[config.mk]
export PLATFORM = sky130hd
export DESIGN_NAME = mem_pwr_seq
export DESIGN_NICKNAME = d
export VERILOG_FILES = /design/src/rtl/pseq_pkg.sv /design/src/rtl/pseq_req_latch.sv /design/src/rtl/pseq_timer.sv /design/src/rtl/pseq_ctrl.sv /design/src/rtl/mem_pwr_seq.sv
export SDC_FILE = /design/constraint.sdc
export NUM_CORES = 1
export LEC_CHECK = 0
export BUFFER_PORTS_ARGS = -buffer_cell sky130_fd_sc_hd__buf_2
export CAP_MARGIN = 25
export CORE_MARGIN = 4
export CORE_UTILIZATION = 45
export DETAILED_ROUTE_END_ITERATION = 10
export GPL_ROUTABILITY_DRIVEN = 1
export HOLD_SLACK_MARGIN = 0.12
export SLEW_MARGIN = 20
export SYNTH_ARGS = -nofsm -noshare
export SYNTH_HDL_FRONTEND = slang
export SYNTH_HIERARCHICAL = 1
export SYNTH_SLANG_ARGS = --single-unit
[constraint.sdc]
create_clock -name clk -period 4 [get_ports clk]
set_input_delay 0.6 -clock clk [delete_from_list [all_inputs] [get_ports clk]]
set_output_delay 0.6 -clock clk [all_outputs]
set_load 0.01 [all_outputs]
[src/rtl/pseq_pkg.sv]
package pseq_pkg;

  typedef enum logic [3:0] {
    S_OFF      = 4'd0,
    S_BOOT     = 4'd1,
    S_RISE     = 4'd2,
    S_HOLD     = 4'd3,
    S_READY    = 4'd4,
    S_DRAIN    = 4'd5,
    S_PD_SETUP = 4'd6,
    S_PD_MIN   = 4'd7,
    S_DOWN     = 4'd8
  } pseq_state_t;

  function automatic int pseq_max(input int a, input int b);
    return (a > b) ? a : b;
  endfunction

  // Timer load for the interval that a state runs (length minus one).
  function automatic int pseq_load(input pseq_state_t s, input int t_boot,
                                   input int t_setup, input int t_hold,
                                   input int t_pd_min);
    case (s)
      S_BOOT:               return t_boot - 1;
      S_RISE, S_PD_SETUP:   return t_setup - 1;
      S_HOLD:               return t_hold - 1;
      S_PD_MIN:             return t_pd_min - 1;
      default:              return 0;
    endcase
  endfunction

endpackage

[src/rtl/pseq_req_latch.sv]
module pseq_req_latch (
  input  logic clk,
  input  logic rst_n,
  input  logic req,
  input  logic clr,
  output logic pend_any
);
  logic pend_q;

  always_ff @(posedge clk or negedge rst_n) begin
    if (!rst_n) pend_q <= 1'b0;
    else        pend_q <= (pend_q | req) & ~clr;
  end

  assign pend_any = pend_q | req;
endmodule

[src/rtl/pseq_timer.sv]
module pseq_timer #(
  parameter int CNT_W = 8
) (
  input  logic             clk,
  input  logic             rst_n,
  input  logic             load,
  input  logic [CNT_W-1:0] load_val,
  output logic             done
);
  logic [CNT_W-1:0] cnt_q;

  always_ff @(posedge clk or negedge rst_n) begin
    if (!rst_n)             cnt_q <= '0;
    else if (load)          cnt_q <= load_val;
    else if (cnt_q != '0)   cnt_q <= cnt_q - 1'b1;
  end

  assign done = (cnt_q == '0);
endmodule

[src/rtl/pseq_ctrl.sv]
module pseq_ctrl
  import pseq_pkg::*;
#(
  parameter int T_BOOT    = 10000,
  parameter int T_SETUP   = 2,
  parameter int T_HOLD    = 70000,
  parameter int T_PD_MIN  = 20,
  parameter bit BOOT_HIGH = 1'b0,
  parameter int CNT_W     = 17
) (
  input  logic             clk,
  input  logic             rst_n,
  input  logic             supply_ok,
  input  logic             standby_ok,
  input  logic             pd_any,
  input  logic             wake_any,
  input  logic             tmr_done,
  output logic             tmr_load,
  output logic [CNT_W-1:0] tmr_val,
  output logic             pd_clr,
  output logic             wake_clr,
  output logic             pwr_en,
  output logic             sel_hold,
  output logic             ready,
  output logic             busy
);
  pseq_state_t state_q, state_d, boot_exit;
  logic        boot_lvl;
  logic        auto_q, auto_d;

  // Power-up variant: which level the high enable holds, and where boot leads.
  generate
    if (BOOT_HIGH) begin : g_boot_hi
      assign boot_lvl  = 1'b1;
      assign boot_exit = S_PD_SETUP;
    end else begin : g_boot_lo
      assign boot_lvl  = 1'b0;
      assign boot_exit = S_RISE;
    end
  endgenerate

  always_comb begin
    state_d = state_q;
    case (state_q)
      S_OFF:      if (supply_ok)  state_d = S_BOOT;
      S_BOOT:     if (tmr_done)   state_d = boot_exit;
      S_RISE:     if (tmr_done)   state_d = S_HOLD;
      S_HOLD:     if (tmr_done)   state_d = pd_any ? S_DRAIN : S_READY;
      S_READY:    if (pd_any)     state_d = S_DRAIN;
      S_DRAIN:    if (standby_ok) state_d = S_PD_SETUP;
      S_PD_SETUP: if (tmr_done)   state_d = S_PD_MIN;
      S_PD_MIN:   if (tmr_done)   state_d = (wake_any || auto_q) ? S_RISE : S_DOWN;
      S_DOWN:     if (wake_any)   state_d = S_RISE;
      default:                    state_d = S_OFF;
    endcase
    if (!supply_ok) state_d = S_OFF;
  end

  always_comb begin
    auto_d = auto_q;
    if (state_q == S_BOOT && tmr_done && BOOT_HIGH) auto_d = 1'b1;
    if (state_d == S_RISE || state_d == S_OFF)      auto_d = 1'b0;
  end

  always_ff @(posedge clk or negedge rst_n) begin
    if (!rst_n) begin
      state_q <= S_OFF;
      auto_q  <= 1'b0;
    end else begin
      state_q <= state_d;
      auto_q  <= auto_d;
    end
  end

  assign tmr_load = (state_d != state_q);
  assign tmr_val  = CNT_W'(pseq_load(state_d, T_BOOT, T_SETUP, T_HOLD, T_PD_MIN));

  always_comb begin
    case (state_q)
      S_OFF, S_BOOT:                       pwr_en = boot_lvl;
      S_PD_SETUP, S_HOLD, S_READY, S_DRAIN: pwr_en = 1'b1;
      default:                             pwr_en = 1'b0;
    endcase
  end

  assign sel_hold = !(state_q == S_READY || state_q == S_DRAIN);
  assign ready    = (state_q == S_READY);
  assign busy     = !(state_q == S_READY || state_q == S_DOWN);
  assign pd_clr   = (state_q == S_PD_SETUP) || (state_q == S_PD_MIN) ||
                    (state_q == S_DOWN) || (state_q == S_OFF);
  assign wake_clr = (state_q == S_OFF) || (state_q == S_BOOT) || (state_q == S_RISE) ||
                    (state_q == S_HOLD) || (state_q == S_READY) || (state_q == S_DRAIN);

  // high enable rises only with the low enable already forced high
  a_r3_rise_after_setup: assert property (@(posedge clk) disable iff (!rst_n)
    $rose(pwr_en) && $past(supply_ok) |-> sel_hold && $past(sel_hold));

  // ready implies a fully powered, released memory
  a_r4_ready_state: assert property (@(posedge clk) disable iff (!rst_n)
    ready |-> pwr_en && !sel_hold && !busy);

  // no entry without standby confirmation
  a_r5_standby_only: assert property (@(posedge clk) disable iff (!rst_n)
    (state_q == S_DRAIN) && !standby_ok && supply_ok |=> pwr_en);

  // low enable forced high before the high enable falls
  a_r6_fall_after_setup: assert property (@(posedge clk) disable iff (!rst_n)
    $fell(pwr_en) && $past(supply_ok) |-> sel_hold && $past(sel_hold));

  // minimum low interval is not cut short
  a_r7_min_low: assert property (@(posedge clk) disable iff (!rst_n)
    (state_q == S_PD_MIN) && !tmr_done && supply_ok |=> !pwr_en);

  // a request pending at hold end keeps ready low
  a_r9_no_ready: assert property (@(posedge clk) disable iff (!rst_n)
    (state_q == S_HOLD) && tmr_done && pd_any && supply_ok |=> !ready);

  // supply loss withdraws ready at once
  a_r11_supply_loss: assert property (@(posedge clk) disable iff (!rst_n)
    !supply_ok |=> !ready && busy);
endmodule

[src/rtl/mem_pwr_seq.sv]
module mem_pwr_seq
  import pseq_pkg::*;
#(
  parameter int T_BOOT    = 10000,
  parameter int T_SETUP   = 2,
  parameter int T_HOLD    = 70000,
  parameter int T_PD_MIN  = 20,
  parameter bit BOOT_HIGH = 1'b0
) (
  input  logic clk,
  input  logic rst_n,
  input  logic supply_ok,
  input  logic pd_req,
  input  logic wake_req,
  input  logic standby_ok,
  output logic pwr_en,
  output logic sel_hold,
  output logic ready,
  output logic busy
);
  localparam int MAX_T = pseq_max(pseq_max(T_BOOT, T_SETUP), pseq_max(T_HOLD, T_PD_MIN));
  localparam int CNT_W = $clog2(MAX_T + 1);

  logic             pd_any, wake_any, pd_clr, wake_clr;
  logic             tmr_load, tmr_done;
  logic [CNT_W-1:0] tmr_val;

  pseq_req_latch u_pd_latch (
    .clk(clk), .rst_n(rst_n), .req(pd_req), .clr(pd_clr), .pend_any(pd_any));

  pseq_req_latch u_wake_latch (
    .clk(clk), .rst_n(rst_n), .req(wake_req), .clr(wake_clr), .pend_any(wake_any));

  pseq_timer #(.CNT_W(CNT_W)) u_timer (
    .clk(clk), .rst_n(rst_n), .load(tmr_load), .load_val(tmr_val), .done(tmr_done));

  pseq_ctrl #(
    .T_BOOT(T_BOOT), .T_SETUP(T_SETUP), .T_HOLD(T_HOLD),
    .T_PD_MIN(T_PD_MIN), .BOOT_HIGH(BOOT_HIGH), .CNT_W(CNT_W)
  ) u_ctrl (
    .clk(clk), .rst_n(rst_n), .supply_ok(supply_ok), .standby_ok(standby_ok),
    .pd_any(pd_any), .wake_any(wake_any), .tmr_done(tmr_done),
    .tmr_load(tmr_load), .tmr_val(tmr_val), .pd_clr(pd_clr), .wake_clr(wake_clr),
    .pwr_en(pwr_en), .sel_hold(sel_hold), .ready(ready), .busy(busy));
endmodule

# After elaboration in Yosys (flattened, before gate mapping)
# Cells that the tools add are included.
dict set report word_totals {
  reg_bits 23
  latchBits 0
  ramBits 0
  mem_bits_ro 0
  in_bits 6
  output_inout_bits 4
  word_cells 59
  n_memories 0
}
dict set report classes {
  n_addsub 1
  n_mul 0
  div 0
  order_cmp 0
  n_eq_ne 14
  shifts 0
  muxes 16
  bitwise 6
  reduce_logical 18
}
# op n
set ops {}
lappend ops {{$pmux W17 S4} 1}
lappend ops {{$mux W4} 10}
lappend ops {{$pmux W4 S9} 1}
lappend ops {{$mux W17} 2}
lappend ops {{$eq A4 B3 Y1 const B} 6}
lappend ops {{$logic_not A17 Y1} 1}
lappend ops {{$reduce_bool A17 Y1} 1}
lappend ops {{$sub A17 B1 Y17 const B} 1}
lappend ops {{$eq A4 B2 Y1 const B} 4}
lappend ops {{$logic_or A1 B1 Y1} 10}
lappend ops {{$eq A4 B1 Y1 const B} 2}
lappend ops {{$eq A4 B4 Y1 const B} 1}
lappend ops {{$logic_not A4 Y1} 1}
lappend ops {{$ne A4 B4 Y1} 1}
lappend ops {{$reduce_or A4 Y1} 1}
lappend ops {{$and A1 B1 Y1} 2}
lappend ops {{$logic_not A1 Y1} 2}
lappend ops {{$mux W1} 2}
lappend ops {{$not A1 Y1} 2}
lappend ops {{$or A1 B1 Y1} 2}
lappend ops {{$reduce_bool A2 Y1} 1}
lappend ops {{$reduce_or A2 Y1} 1}

# Longest topological paths before layout
# Gate-level depths: netlist of the first run.
dict set report depth {
  depth_word 9
  ltp_mapped 16
}

# Cells and area by module
# Netlist of the first run, hierarchy kept.
# mod n_inst cells_per_inst area_per_inst_um2
set modules_own_cells {}
lappend modules_own_cells {pseq_timer 1 109 1033.5}
lappend modules_own_cells {pseq_ctrl 1 83 656.9}
lappend modules_own_cells {pseq_req_latch 2 3 41.3}

# Least setup slack after synthesis of the first run
# No wires, ideal clock.
dict set report synth_path {
  path_kind {register to register}
  startpoint {register u_timer.cnt_q[0]}
  endpoint {register u_timer.cnt_q[13]}
  setup_ns 0.088
  t_arrival_ns 3.114
  required_time_ns 3.912
  path_slack_ns 0.798
  stages_incl_launch_ff 17
  n_path_buf 3
  path_cell_list {dfrtp_1 inv_1 ha_1 nor4b_1 nand2b_1 nor3_2 buf_2 and2_2 nand2_1 xnor2_1 and3_1 buf_2 nor3_1 buf_4 nand2b_1 o41ai_1 nor3b_1}
}
dict set report synth_between {
  elab_chain_cells 8
}
# element line_no
set synth_rtl {}
lappend synth_rtl {{from (decl)} pseq_timer.sv:10} ;# logic [CNT_W-1:0] cnt_q;
lappend synth_rtl {{from (signal assigned)} pseq_timer.sv:14} ;# else if (load) cnt_q <= load_val;
lappend synth_rtl {{from (signal assigned)} pseq_timer.sv:15} ;# else if (cnt_q != '0) cnt_q <= cnt_q - 1'b1;
lappend synth_rtl {{$logic_not A17 Y1 *} pseq_timer.sv:18} ;# assign done = (cnt_q == '0);
lappend synth_rtl {{named net tmr_done} mem_pwr_seq.sv:25} ;# logic tmr_load, tmr_done;
lappend synth_rtl {{$mux W4 (on tied branches)} --}
lappend synth_rtl {{$pmux W4 S9 *} pseq_ctrl.sv:44} ;# case (state_q)
lappend synth_rtl {{$mux W4 *} pseq_ctrl.sv:56} ;# if (!supply_ok) state_d = S_OFF;
lappend synth_rtl {{named net u_ctrl.state_d[2]} pseq_ctrl.sv:27} ;# pseq_state_t state_q, state_d, boot_exit;
lappend synth_rtl {{$eq A4 B3 Y1 or $eq A4 B2 Y1 (tied branches)} --}
lappend synth_rtl {{$reduce_or A2 Y1} pseq_pkg.sv:23} ;# case (s)
lappend synth_rtl {{$pmux W17 S4 *} pseq_pkg.sv:23}
lappend synth_rtl {{named net tmr_val[13]} mem_pwr_seq.sv:26} ;# logic [CNT_W-1:0] tmr_val;
lappend synth_rtl {{$mux W17 *} pseq_timer.sv:14}
# Mark *: on every way through the listed nets, which the timed path passes. The rest lies on a longest branch. The select of a mux whose other input is x is not followed.
# A chain may end at the register's enable or synchronous reset.

# Final worst setup path of the first run
dict set report layout_path {
  startpoint {register u_timer.cnt_q[0]}
  endpoint {register u_timer.cnt_q[13]}
}
# element line_no
set layout_lines {}
lappend layout_lines {{$logic_not A17 Y1 *} pseq_timer.sv:18}
lappend layout_lines {{named net tmr_done} mem_pwr_seq.sv:25}
lappend layout_lines {{$mux W4 (on tied branches)} --}
lappend layout_lines {{$pmux W4 S9 *} pseq_ctrl.sv:44}
lappend layout_lines {{$mux W4 *} pseq_ctrl.sv:56}
lappend layout_lines {{$ne A4 B4 Y1 *} pseq_ctrl.sv:75} ;# assign tmr_load = (state_d != state_q);
lappend layout_lines {{named net tmr_load} mem_pwr_seq.sv:25}
lappend layout_lines {{$mux W17 or $reduce_bool A2 Y1 (tied branches)} --}
# Marks and branches as above.

==> results.toml, run 1 <==
[setup_path]
crit_chain = "inv_1 -> ha_1 -> nor4b_1 -> buf_4 -> nand2b_1 -> nor3_2 -> nand2_4 -> a21oi_2 -> a31oi_1 -> a311oi_1 -> o311ai_2 -> buf_4 -> buf_4 -> nand2b_1 -> o41ai_1 -> nor3b_1"
path_buf_inv = 4
cp_max_fo = 17
critPathTopFamily = "simple AND/OR/NAND/NOR gates"
crit_required_ns = 4.18
criticalPathCategory = "reg -> reg"
ff2ff_path_depth = 16
timing.rr.start = "u_timer/cnt_q[0]$_DFFE_PN0P_"
cpMostUsedCell = "buf_4"
slowest_stage = "nor3_2"
startpoint_type = "register"
rrSetupSlack_ns = 0.52
arrival_ns = 3.66
crit_path_end_kind = "register"
regToRegEndpoint = "u_timer/cnt_q[13]$_DFFE_PN0P_"
max_stage_delay_ns = 0.44

[floorplan]
coreArea_um2 = 3740
initial_core_util = 0.474
io_pins = 10
rows = 22
die_area_um2 = 5010
die_height_um = 70.8
chipWidth_um = 70.8

[job]
cap_violations = 0

[sta]
final_max_slew_viol_count = 0
rsz0062_at_grt = "no"
max_freq_mhz = 288
slew-limit-headroom = 0.625
fin_crit_ns = 3.48
setup_slack_ns = 0.522
final.setup_skew_ns = 0.00426
worst_pin_slew_ns = 0.563
post-route-period-util = 0.869
fin_setup_tns_ns = 0
hold_viol = 0
setup_viol_count_final = 0

[layout]
seqCellArea_um2 = 576
num-nets-final = 204
finalInstanceArea_um2 = 1830
final_common_cell = "dfrtp_1"
instances_no_fill = 244
multi_input_area_um2 = 1040
n_fill_cell = 373
n_antenna_cell = 0
final_cell_mix = "dfrtp_1, nand2_1, nor2_1"
areaGrowthSynthToFinish_pct = 2.96
drive_gt1_frac = 0.189
fin_util = 0.488

[route]
drtPass1Iterations = 4
routedWlPerCell_um = 14.9
ant_nets = 0
routed_via_density = 5.81
vias = 1418
drc_errors = 0
wirelength_um = 3640
drtIter0Drc = 79

[clock_tree]
path_clk_slew_ns = 0.09
postCtsSetupBuffers = 0
cts_root_buf = "clkbuf_8"
tritoncts = "yes"
clk-insertion-delay-late_ns = 0.27
cts_max_level = 1
cts_buffers = 3
cts_hold_buf = 0
post_cts_resized = 0
cts.sinks = 23
cts_max_path_buffers = 2

[synth]
yosys_warnings = 6
synth_area_um2 = 1770
synth_mux_area_frac = 0.0113
synth_top_family_by_area = "simple AND/OR/NAND/NOR gates"
synthCells = 198
synth_flop_cell = "dfrtp_1"
synth_area_leaders = "dfrtp_1, o31ai_1, buf_4, xnor2_1, nand2_1"
syn_avg_cell_area_um2 = 8.95
synth_top_area_share = 0.325
synth_edf_count = 0
synth_top_area_cell = "dfrtp_1"
synth-seq-cells = 23
synth_compound_gate_area_share = 0.207
synth_fa_ha_area_frac = 0.00706
ys_async_sr_fraction = 1.00
yosysUniqueCellTypes = 60
synthSimpleGateAreaFrac = 0.281
synth-xor-area-share = 0.0692
ys_seq_area_frac = 0.325

[place]
place.gp.congestion = 0.855
dp.cells = 240
dpl.hpwl_um = 2720
postPlaceCellArea_um2 = 1780
pre_cts_slack_ns = 0.588
io_buffers = 9

[power_and_ir_drop]
peakVddDrop_v = 0.000238
power_density_nw_per_um2 = 471
power_leakage_uw = 0.000733

[global_routing]
grt_max_degree = 24
overflow = 0
grt_pass1_vias = 1318
grt_pass1_wl_um = 6290
antenna_found_initial = 0
grt_usage = 0.153

[min_path]
hp-class = "in -> async"

[run_status]
outcome = "finished clean"
cells in the mapped netlist (3+ instances only):
cell      instances
and3_1            3
or2_1             3
o31ai_1          13
buf_2             4
inv_1             7
buf_4            12
nor4_1            4
nand2_1          20
xor2_1            4
a21boi_0          4
nor4b_1           3
clkbuf_1          4
nor3_1            6
xnor2_1          10
nand2b_1          5
dfrtp_1          23
a21oi_1           3
nor2_1           14
routing by layer:
metal / part of all wire / GRT usage
met5: 0 / 0
met3: 0.037 / 0.0227
met4: 0.010 / 0.0459
met1: 0.51 / 0.232
met2: 0.44 / 0.226
power by group:
group	switching [uW]	internal, uW
Clock	76.7	69.6
Combinational	187	148
Sequential	84.0	295
sequential cells by signal, summed over array words and instances (netlist names):
| register | cells |
|---|---|
| u_wake_latch/pend_q | 1 |
| u_pd_latch/pend_q | 1 |
| u_ctrl/state_q | 4 |
| u_timer/cnt_q | 17 |
cell families after synthesis:
kind of cell	after synthesis
buf+inv	29
compound gates	46
flops	23
xor+xnor	14
mux	2
fa+ha+maj	1
simple gates	82
other cells	1
worst reg2reg max path: stages (launching register included):
cell,delay (ns)
dfrtp_1,0.40
inv_1,0.10
ha_1,0.22
nor4b_1,0.26
buf_4,0.18
nand2b_1,0.10
nor3_2,0.44
nand2_4,0.08
a21oi_2,0.13
a31oi_1,0.08
a311oi_1,0.35
o311ai_2,0.26
buf_4,0.26
buf_4,0.20
nand2b_1,0.08
o41ai_1,0.07
nor3b_1,0.19
worst max path at each step:
stage,start,end,slack (ns),cells past startpoint
2_1_floorplan,u_timer/cnt_q[0]$_DFFE_PN0P_,u_timer/cnt_q[13]$_DFFE_PN0P_,0.80,16
3_3_place_gp,u_timer/cnt_q[0]$_DFFE_PN0P_,u_timer/cnt_q[13]$_DFFE_PN0P_,0.63,15
3_5_place_dp,u_timer/cnt_q[0]$_DFFE_PN0P_,u_timer/cnt_q[13]$_DFFE_PN0P_,0.59,16
4_1_cts,u_timer/cnt_q[0]$_DFFE_PN0P_,u_timer/cnt_q[13]$_DFFE_PN0P_,0.54,16
5_1_grt,u_timer/cnt_q[0]$_DFFE_PN0P_,u_timer/cnt_q[13]$_DFFE_PN0P_,0.17,16
6_report,u_timer/cnt_q[0]$_DFFE_PN0P_,u_timer/cnt_q[13]$_DFFE_PN0P_,0.52,16
area by class of cell:
type                    count  area share
multi-input cells         149       0.571
inverters                   7      0.0144
well taps                  48      0.0329
repair buffers             13      0.0411
clock buffers               3      0.0226
clock inverters             1     0.00274
flip-flops and latches     23       0.315
per-stage QoR:
| step | hold slack [ns] | power (uW) |
|---|---|---|
| after floorplan | 0.304 | 633 |
| after global placement | 0.466 | 701 |
| after detailed placement | 0.478 | 715 |
| after CTS | 0.323 | 864 |
| after global routing | 0.336 | 929 |
| final | 0.300 | 860 |
Power figures use the tool's default switching activity.
==> inputs of run 2 (changes only) <==
CELL_PAD_IN_SITES_DETAIL_PLACEMENT = 2   (was not set)
CELL_PAD_IN_SITES_GLOBAL_PLACEMENT = 2   (was not set)
CORE_UTILIZATION = 38   (was 45)
CTS_CLUSTER_SIZE = 40   (was not set)
PLACE_DENSITY_LB_ADDON = 0.1   (was not set)
==> run 2 against run 1 <==
Worst setup slack improved by 0.044 ns. Critical path depth is 2 lower. Via count is 1.5% higher. First-iteration DRC count grew 63%. Sequential power is 2% higher. Fmax increased by 1.3%. Total power rose by 2.5%. Largest power group unchanged. Worst hold slack improved by 0.0075 ns. Register-to-register slack improved by 0.04 ns.
==> results.toml, run 2 (same netlist as run 1, synthesis figures left out) <==
[run_status]
outcome = "finished clean"

[floorplan]
initial_core_util = 0.399
coreArea_um2 = 4440
rows = 24
io_pins = 10
die_height_um = 76.3
die_area_um2 = 5820
chipWidth_um = 76.3

[route]
ant_nets = 0
wirelength_um = 4920
routed_via_density = 5.83
vias = 1439
drc_errors = 0
routedWlPerCell_um = 19.9
drtIter0Drc = 129
drtPass1Iterations = 4

[setup_path]
ff2ff_path_depth = 14
regToRegEndpoint = "u_timer/cnt_q[10]$_DFFE_PN0P_"
timing.rr.start = "u_timer/cnt_q[0]$_DFFE_PN0P_"
cpMostUsedCell = "buf_4"
arrival_ns = 3.62
slowest_stage = "buf_4"
cp_max_fo = 28
crit_path_end_kind = "register"
startpoint_type = "register"
crit_required_ns = 4.18
criticalPathCategory = "reg -> reg"
crit_chain = "inv_1 -> ha_1 -> nor4b_1 -> buf_4 -> nand2b_1 -> nor3_2 -> buf_4 -> o21ai_2 -> a2bb2oi_2 -> a311oi_1 -> o311ai_2 -> buf_4 -> nand2_1 -> o31ai_2"
max_stage_delay_ns = 0.41
rrSetupSlack_ns = 0.57

[global_routing]
overflow = 0
antenna_found_initial = 0
grt_pass1_wl_um = 8240
grt_max_degree = 29
grt_usage = 0.178
grt_pass1_vias = 1574

[clock_tree]
cts_buffers = 3
cts.sinks = 23
cts_max_level = 1
path_clk_slew_ns = 0.09
cts_root_buf = "clkbuf_8"
post_cts_resized = 0
cts_hold_buf = 0
cts_max_path_buffers = 2
tritoncts = "yes"
clk-insertion-delay-late_ns = 0.27
postCtsSetupBuffers = 0

[layout]
areaGrowthSynthToFinish_pct = 2.82
reg_top3 = "u_timer/cnt_q: 17 flops, u_ctrl/state_q: 4 flops"
multi_input_area_um2 = 1040
top_register = "u_timer/cnt_q"
seqCellArea_um2 = 576
final_cell_mix = "dfrtp_1, nand2_1, nor2_1"
final_common_cell = "dfrtp_1"
finalInstanceArea_um2 = 1820
num-nets-final = 203
n_antenna_cell = 0
n_fill_cell = 508
drive_gt1_frac = 0.185
fin_util = 0.410
largest_register_ffs = 17

[sta]
hold_viol = 0
rsz0062_at_grt = "no"
final_max_slew_viol_count = 0
max_freq_mhz = 291
setup_viol_count_final = 0
post-route-period-util = 0.858
setup_slack_ns = 0.567
fin_crit_ns = 3.43
worst_pin_slew_ns = 0.679
slew-limit-headroom = 0.547
fin_hold_ws_ns = 0.308
final.setup_skew_ns = 0.00600
fin_setup_tns_ns = 0

[place]
io_buffers = 9
pre_cts_slack_ns = 0.611
dpl.hpwl_um = 3770
place.gp.congestion = 0.836
postPlaceCellArea_um2 = 1780

[power_and_ir_drop]
power_leakage_uw = 0.000728
power_density_nw_per_um2 = 483
peakVddDrop_v = 0.000194

[job]
cap_violations = 0

[min_path]
hp-class = "in -> async"
==> run 2: how the worst max path moves through the flow <==
stage               slack [ns]                       endpoint                          start
detailed placement        0.61   u_timer/cnt_q[1]$_DFFE_PN0P_   u_timer/cnt_q[0]$_DFFE_PN0P_
finish                    0.57  u_timer/cnt_q[10]$_DFFE_PN0P_   u_timer/cnt_q[0]$_DFFE_PN0P_
floorplan                 0.80  u_timer/cnt_q[13]$_DFFE_PN0P_   u_timer/cnt_q[0]$_DFFE_PN0P_
global placement          0.72   u_timer/cnt_q[1]$_DFFE_PN0P_   u_timer/cnt_q[0]$_DFFE_PN0P_
CTS                       0.56   u_timer/cnt_q[1]$_DFFE_PN0P_   u_timer/cnt_q[0]$_DFFE_PN0P_
global route              0.30   u_timer/cnt_q[1]$_DFFE_PN0P_  u_timer/cnt_q[12]$_DFFE_PN0P_
==> run 2: area by class of cell <==
type                    instances  share of cell area
multi-input cells             149               0.572
flip-flops and latches         23               0.316
repair buffers                 12              0.0371
well taps                      52              0.0357
clock buffers                   3              0.0226
inverters                       7              0.0144
clock inverters                 1             0.00275
==> run 2: routing by layer <==
metal / wire [um] / vias up / share of wire / GRT usage
li1: - / 694 / - / -
met1: 2380 / 723 / 0.48 / 0.242
met2: 2360 / 16 / 0.48 / 0.289
met3: 132 / 6 / 0.027 / 0.0355
met4: 50 / 0 / 0.010 / 0.0417
met5: 0 / - / 0 / 0
==> run 2: through the flow <==
stage	std cells	total power (uW)
after global placement	243	712
final	247	881
after floorplan	201	633
after detailed placement	243	735
after global routing	247	951
after CTS	247	889
==> run 2: report_power, final <==
part           switching, uW  internal (uW)  leakage, uW
Sequential              90.0            295     0.000295
Clock                   78.8           69.6    0.0000255
Combinational            202            146     0.000408
==> run 2: critical path: cells and delay by family (launching register included) <==
family | cells | cell delay [ns]
AO/OA/AOI/OAI | 5 | 0.82
buffers and inverters | 4 | 1.00
adder cells (fa/ha/maj) | 1 | 0.23
flip-flops | 1 | 0.40
AND/OR/NAND/NOR | 4 | 0.89
